[src/rtl/hsc_pkg.sv]
package hsc_pkg;

    typedef enum logic [1:0] {
        HSC_CLEAN    = 2'd0,
        HSC_FIXED    = 2'd1,
        HSC_CODE_BAD = 2'd2,
        HSC_FATAL    = 2'd3
    } hsc_status_e;

    localparam int CODE_W   = 24;
    localparam int WORD_W   = 32;
    localparam int BIT_W    = 3;
    localparam int HALF_OFS = 16;
    localparam logic [WORD_W-1:0] ERASED_WORD = 32'h0FFF_0FFF;

endpackage

[src/rtl/hsc_unpack.sv]
module hsc_unpack
    import hsc_pkg::*;
(
    input  logic [CODE_W-1:0] code_i,
    output logic [WORD_W-1:0] word_o
);
    // Low byte and middle byte land in the two halves; the top byte is
    // split into nibbles that sit just above each half.
    always_comb begin
        word_o        = '0;
        word_o[7:0]   = code_i[7:0];
        word_o[23:16] = code_i[15:8];
        word_o[11:8]  = code_i[19:16];
        word_o[27:24] = code_i[23:20];
    end
endmodule

[src/rtl/hsc_classify.sv]
module hsc_classify
    import hsc_pkg::*;
#(
    parameter int SECTOR_BYTES = 512,
    localparam int BYTE_W     = $clog2(SECTOR_BYTES),
    localparam int FIX_WEIGHT = $clog2(SECTOR_BYTES * 8),
    localparam int CNT_W      = $clog2(WORD_W + 1)
) (
    input  logic [WORD_W-1:0] stored_w_i,
    input  logic [WORD_W-1:0] calc_w_i,
    output hsc_status_e       status_o,
    output logic [BYTE_W-1:0] byte_o,
    output logic [BIT_W-1:0]  bit_o
);
    logic [WORD_W-1:0] syn;
    logic [CNT_W-1:0]  weight;
    logic              erased;

    assign syn    = stored_w_i ^ calc_w_i;
    assign erased = (stored_w_i == ERASED_WORD) && (calc_w_i == '0);

    always_comb begin
        weight = '0;
        for (int i = 0; i < WORD_W; i++) begin
            weight = weight + CNT_W'(syn[i]);
        end
    end

    always_comb begin
        status_o = HSC_FATAL;
        byte_o   = '0;
        bit_o    = '0;
        if (syn == '0) begin
            status_o = HSC_CLEAN;
        end else if (weight == CNT_W'(FIX_WEIGHT)) begin
            status_o = HSC_FIXED;
            bit_o    = syn[HALF_OFS +: BIT_W];
            byte_o   = syn[HALF_OFS + BIT_W +: BYTE_W];
        end else if (weight == CNT_W'(1)) begin
            status_o = HSC_CODE_BAD;
        end else if (erased) begin
            status_o = HSC_CLEAN;
        end
    end
endmodule

[src/rtl/hsc_patch.sv]
module hsc_patch
    import hsc_pkg::*;
#(
    parameter int  BYTE_W = 9,
    parameter bit  ENABLE = 1'b1,
    localparam int DATA_W = 1 << BIT_W
) (
    input  logic              clk,
    input  logic              rst_n,
    input  logic              go_i,
    input  logic [BYTE_W-1:0] byte_i,
    input  logic [BIT_W-1:0]  bit_i,
    output logic              rd_en_o,
    output logic              wr_en_o,
    output logic [BYTE_W-1:0] addr_o,
    output logic [DATA_W-1:0] wdata_o,
    input  logic [DATA_W-1:0] rdata_i
);
    typedef enum logic [1:0] {PT_IDLE, PT_READ, PT_HOLD, PT_WRITE} pt_state_e;

    typedef struct packed {
        pt_state_e         state;
        logic [BYTE_W-1:0] addr;
        logic [DATA_W-1:0] mask;
        logic [DATA_W-1:0] wdata;
        logic              rd;
        logic              wr;
    } pt_t;

    generate
        if (ENABLE) begin : g_rmw
            pt_t pt_d, pt_q;

            always_comb begin
                pt_d    = pt_q;
                pt_d.rd = 1'b0;
                pt_d.wr = 1'b0;
                unique case (pt_q.state)
                    PT_IDLE: begin
                        if (go_i) begin
                            pt_d.state = PT_READ;
                            pt_d.addr  = byte_i;
                            pt_d.mask  = DATA_W'(1) << bit_i;
                            pt_d.rd    = 1'b1;
                        end
                    end
                    PT_READ: pt_d.state = PT_HOLD;
                    PT_HOLD: begin
                        pt_d.state = PT_WRITE;
                        pt_d.wdata = rdata_i ^ pt_q.mask;
                        pt_d.wr    = 1'b1;
                    end
                    default: pt_d.state = PT_IDLE;
                endcase
            end

            always_ff @(posedge clk) begin
                if (!rst_n) begin
                    pt_q <= '{state: PT_IDLE, default: '0};
                end else begin
                    pt_q <= pt_d;
                end
            end

            assign rd_en_o = pt_q.rd;
            assign wr_en_o = pt_q.wr;
            assign addr_o  = pt_q.addr;
            assign wdata_o = pt_q.wdata;

            // a read is always followed two cycles later by the write
            p_write_follows_read_r8: assert property (@(posedge clk) disable iff (!rst_n)
                rd_en_o |-> ##2 (wr_en_o && addr_o == $past(addr_o, 2)));
            p_strobes_apart_r8: assert property (@(posedge clk) disable iff (!rst_n)
                !(rd_en_o && wr_en_o));
        end else begin : g_none
            assign rd_en_o = 1'b0;
            assign wr_en_o = 1'b0;
            assign addr_o  = '0;
            assign wdata_o = '0;
        end
    endgenerate
endmodule

[src/rtl/sector_hamming_fixer.sv]
module sector_hamming_fixer
    import hsc_pkg::*;
#(
    parameter int  SECTOR_BYTES = 512,
    parameter bit  FIX_PORT_EN  = 1'b1,
    localparam int BYTE_W       = $clog2(SECTOR_BYTES)
) (
    input  logic              clk,
    input  logic              rst_n,
    input  logic              start,
    input  logic [23:0]       code_stored,
    input  logic [23:0]       code_calc,
    output logic              done,
    output logic [1:0]        status,
    output logic [BYTE_W-1:0] fix_byte,
    output logic [2:0]        fix_bit,
    output logic              buf_rd_en,
    output logic              buf_wr_en,
    output logic [BYTE_W-1:0] buf_addr,
    output logic [7:0]        buf_wdata,
    input  logic [7:0]        buf_rdata
);
    logic [WORD_W-1:0] stored_w, calc_w;
    hsc_status_e       cls_status;
    logic [BYTE_W-1:0] cls_byte;
    logic [BIT_W-1:0]  cls_bit;

    hsc_unpack u_unpack_stored (.code_i(code_stored), .word_o(stored_w));
    hsc_unpack u_unpack_calc   (.code_i(code_calc),   .word_o(calc_w));

    hsc_classify #(.SECTOR_BYTES(SECTOR_BYTES)) u_classify (
        .stored_w_i (stored_w),
        .calc_w_i   (calc_w),
        .status_o   (cls_status),
        .byte_o     (cls_byte),
        .bit_o      (cls_bit)
    );

    typedef struct packed {
        logic              done;
        hsc_status_e       status;
        logic [BYTE_W-1:0] byte_idx;
        logic [BIT_W-1:0]  bit_pos;
    } res_t;

    res_t res_d, res_q;

    always_comb begin
        res_d      = res_q;
        res_d.done = start;
        if (start) begin
            res_d.status   = cls_status;
            res_d.byte_idx = cls_byte;
            res_d.bit_pos  = cls_bit;
        end
    end

    always_ff @(posedge clk) begin
        if (!rst_n) begin
            res_q <= '{status: HSC_CLEAN, default: '0};
        end else begin
            res_q <= res_d;
        end
    end

    assign done     = res_q.done;
    assign status   = res_q.status;
    assign fix_byte = res_q.byte_idx;
    assign fix_bit  = res_q.bit_pos;

    hsc_patch #(.BYTE_W(BYTE_W), .ENABLE(FIX_PORT_EN)) u_patch (
        .clk     (clk),
        .rst_n   (rst_n),
        .go_i    (res_q.done && res_q.status == HSC_FIXED),
        .byte_i  (res_q.byte_idx),
        .bit_i   (res_q.bit_pos),
        .rd_en_o (buf_rd_en),
        .wr_en_o (buf_wr_en),
        .addr_o  (buf_addr),
        .wdata_o (buf_wdata),
        .rdata_i (buf_rdata)
    );

    p_done_after_start_r7: assert property (@(posedge clk) disable iff (!rst_n)
        start |=> done);
    p_done_single_r7: assert property (@(posedge clk) disable iff (!rst_n)
        !start |=> !done);
    p_verdict_hold_r7: assert property (@(posedge clk) disable iff (!rst_n)
        !start |=> ($stable(status) && $stable(fix_byte) && $stable(fix_bit)));
    p_addr_zero_r3: assert property (@(posedge clk) disable iff (!rst_n)
        (done && status != 2'd1) |-> (fix_byte == '0 && fix_bit == '0));
    p_no_access_r9: assert property (@(posedge clk) disable iff (!rst_n)
        (done && status != 2'd1) |=> !buf_rd_en);
endmodule

[config.mk]
export PLATFORM = sky130hd
export DESIGN_NAME = sector_hamming_fixer
export DESIGN_NICKNAME = d
export VERILOG_FILES = /design/src/rtl/hsc_pkg.sv /design/src/rtl/hsc_unpack.sv /design/src/rtl/hsc_classify.sv /design/src/rtl/hsc_patch.sv /design/src/rtl/sector_hamming_fixer.sv
export SDC_FILE = /design/constraint.sdc
export NUM_CORES = 1
export LEC_CHECK = 0
export BUFFER_PORTS_ARGS = -buffer_cell sky130_fd_sc_hd__clkbuf_2
export CAP_MARGIN = 10
export CORE_AREA = 2 2 112 60
export DETAILED_ROUTE_END_ITERATION = 7
export DIE_AREA = 0 0 114 62
export MAX_ROUTING_LAYER = met4
export PLACE_DENSITY = 0.86
export SYNTH_ARGS = -nofsm -noshare
export SYNTH_HDL_FRONTEND = slang
export SYNTH_SLANG_ARGS = --single-unit
[constraint.sdc]
create_clock -name clk -period 14.25 [get_ports clk]
set_input_delay 4.275 -clock clk [delete_from_list [all_inputs] [get_ports clk]]
set_output_delay 4.275 -clock clk [all_outputs]
set_load 0.05 [all_outputs]
==> summary.md <==
| Metric | Value |
|---|---|
| CP bufs+invs | 5 |
| Peak per-stage delay on the critical path | 0.54 ns |
| Via density | 5.16 |
| Post-synthesis sequential area ratio | 30.0% |
| Status | complete, no violations |
| Number of distinct library cells after synthesis | 44 |
| Routed wire length | 7040 µm |
| Nets | 472 |
| Cts hold-fix bufs | 0 |
| CP Class | in2reg |
| Num CTS Buffers | 5 |
| First-pass GRT wire length | 10800 µm |
| EDFF count, synth | 0 |
| Actual slew at the worst max-slew pin | 0.906 ns |
| Clock Path Buffers | 2 |
| RSZ-0062 raised after global routing | false |
| Rel. slew slack | 39.6% |
| Dpl cells | 459 |
| Synth Register Bits | 44 |
| Area grow syn2layout | 18.3% |
| Mapped cell area | 0.00294 mm² |
| Largest net degree at the start of global routing | 31 |
| Syn nets | 404 |
| GRT Max-Usage Layer | met1 |
| Crit-path cells | clkbuf_2, xnor2_1, fa_1, inv_1, fa_1, inv_1, fa_1, fa_1, fa_1, inv_1, fa_1, inv_1, fa_1, nor2b_1, o21ai_0, and4b_1, o311ai_4, o31ai_1 |
| Met2 usage | 28.6% |
| Post-Route Setup TNS | 0 ns |
| LEAKAGE | 1.53 nW |
| Final Critical Period | 9.24 ns |
| Period Utilization, post-route | 64.9% |
| Count of input and output buffers | 92 |
| Total clock sinks | 44 |
| Met3 usage | 5.33% |
| Core area | 0.00625 mm² |
| Final Wtd Congestion | 0.927 |
| Layout cell share with drive strength beyond 1 | 30.5% |
| Drc violations | 0 |
| Max_cap viols | 0 |
| Gr ovfl total | 0 |
| Die ar. | 0.00707 mm² |
| Fin util | 55.5% |
| Clk_skew | 0.00298 ns |
| Crit Path Max Fanout | 12 |
| DP HPWL | 5960 µm |
| Vias in the first global route | 2148 |
| Final Setup Violations | 0 |
| Post-Place Worst Slack | 4.69 ns |
| PwrDens | 241 mW/mm² |
| Chip width | 114 µm |
| Reg clk slew, reported paths | 0.06 ns |
| Design Power | 836 µW |
| Slowest CP cell | fa_1 |
| Clock Root Buffer | clkbuf_16 |
| Clk Latency, worst-skew pair | 0.29 ns |
| Final Max Slew Viols | 0 |
| CP Launch Type | input pin |
| Antenna violations before repair | 0 |
| Die Y | 62 µm |
| Avg WL per Cell | 15.1 µm |
| H-tree Lvls | 2 |
| Vias | 2410 |
| Final Hold Viols | 0 |
| Crit path required time | 14.44 ns |
| Cell family with most CP delay | adder cells |
| Gr usage total | 21.3% |
| Resize count post-CTS | 0 |
| Post-Synthesis Cells | 318 |
| Endpoint type of the worst setup path | register |
| CP most frequent cell | fa_1 |
| TritonCTS clock tree | built |
| Max IR drop VDD | 0.000147 V |
| First-pass detailed-route iteration total | 5 |
| Predominant post-synthesis flop cell | dfxtp_1 |
| Ys async rst share | 0% |
| Worst min path class | reg2reg |
| Std-Cell Rows | 21 |
| First DRT Iteration DRCs | 122 |
| Syn_area_per_cell | 9.23 µm² |
| Synth Warn # | 0 |
| Finished Layout Cells | 467 |
| Initial Utilization | 47.0% |
| Global routing usage on met1 | 32.1% |
| Fmax achieved | 0.108 GHz |
| Post-DRT Antenna Nets | 0 |
| Critical path data arrival time | 9.43 ns |
| Setup ws final | 5.01 ns |
| Fill count | 557 |
| Num ports | 93 |
| Inserted Diodes | 0 |
| Setup bufs post-CTS | 0 |
==> layer usage <==
layer	vias up	part of all wire [%]
met3	7	8.4
met5	-	0
met4	0	0.78
met1	1122	53
li1	1187	-
met2	94	38
==> worst paths after layout <==
kind / start / endpoint / slack (ns) / cells after the start
min: u_patch.addr_o[7]$_SDFFE_PN0P_ / u_patch.addr_o[7]$_SDFFE_PN0P_ / 0.46 / 2
max: code_calc[12] / fix_byte[7]$_SDFFE_PN0P_ / 5.01 / 18
min reg2reg: u_patch.addr_o[7]$_SDFFE_PN0P_ / u_patch.addr_o[7]$_SDFFE_PN0P_ / 0.46 / 2
max reg2reg: u_patch.g_rmw.pt_q[27]$_SDFFE_PN0P_ / u_patch.g_rmw.pt_q[14]$_SDFFE_PN0P_ / 12.46 / 6
==> cells by family (layout without fill, tap and decap cells) <==
group | after synthesis | count (layout) | synth area share [%]
simple gates | 100 | 100 | 18.4
fa+ha+maj | 27 | 27 | 15.9
mux | 1 | 1 | 0.341
compound gates | 50 | 50 | 13.7
xor+xnor | 34 | 34 | 11.4
buf+inv | 62 | 131 | 10.4
flops | 44 | 44 | 30.0
==> state kept, by name (all words and copies together), names as in the netlist <==
name	flops
u_patch.g_rmw.pt_q	10
done	1
u_patch.rd_en_o	1
fix_byte	9
u_patch.wdata_o	8
u_patch.wr_en_o	1
fix_bit	3
u_patch.addr_o	9
status	2
==> cell usage in the layout, fill, tap and decap left out, types with 4 or more instances in the layout <==
cell       count
o31ai_2       10
nand2_1       40
xnor2_2        5
ha_1          10
fa_1          17
nand4_1        8
o31ai_1        4
clkbuf_16      5
clkbuf_2      92
nor4bb_1       9
nor2_1        19
a21oi_1       19
a211oi_1       8
xor2_1         6
xnor2_1       23
dfxtp_1       44
inv_1         31
==> layout make-up <==
class,instances,area (µm²),area share (%)
clock inverters,2,35.0,1.01
well taps,80,100,2.88
repair buffers,92,460,13.3
multi-input cells,212,1750,50.4
flip-flops and latches,44,881,25.4
inverters,31,116,3.35
clock buffers,6,129,3.71
==> worst register-to-register path, delay by kind of cell (launching register included) <==
kind	cells	cell delay, ns
and+or+nand+nor	3	1.00
AOI/OAI and AO/OA	1	0.07
adders and majority gates	1	0.24
buffers and inverters	1	0.10
DFF	1	0.31
==> cell usage after synthesis (3+ instances only) <==
cell type,number,area (µm²)
a21oi_1,19,95.1
o31ai_2,10,125
xnor2_1,23,201
ha_1,10,125
a211oi_1,8,60.1
fa_1,17,340
inv_1,31,116
nand2_1,40,150
xor2_1,6,52.6
xnor2_2,5,81.3
buf_4,17,128
nand4_1,8,50.1
nor4b_1,3,26.3
nand2b_1,3,18.8
dfxtp_1,44,881
nor2_1,19,71.3
o31ai_1,4,30.0
clkbuf_1,11,41.3
nor4bb_1,9,90.1
==> where the power goes <==
group / internal [mW] / leakage (nW) / switching, mW / total, mW
Sequential: 0.145 / 0.356 / 0.0216 / 0.166
Combinational: 0.200 / 1.09 / 0.343 / 0.542
Clock: 0.0823 / 0.0808 / 0.0447 / 0.127
Total: 0.426 / 1.53 / 0.409 / 0.836
==> per-stage QoR <==
stage | hold WS (ns) | instance area, µm²
after CTS | 0.460 | 3470
final | 0.459 | 3470
after global placement | 0.444 | 3310
after detailed placement | 0.452 | 3310
after global routing | 0.483 | 3470
after floorplan | 0.437 | 2940
No activity file was read; power rests on OpenSTA's default activity.
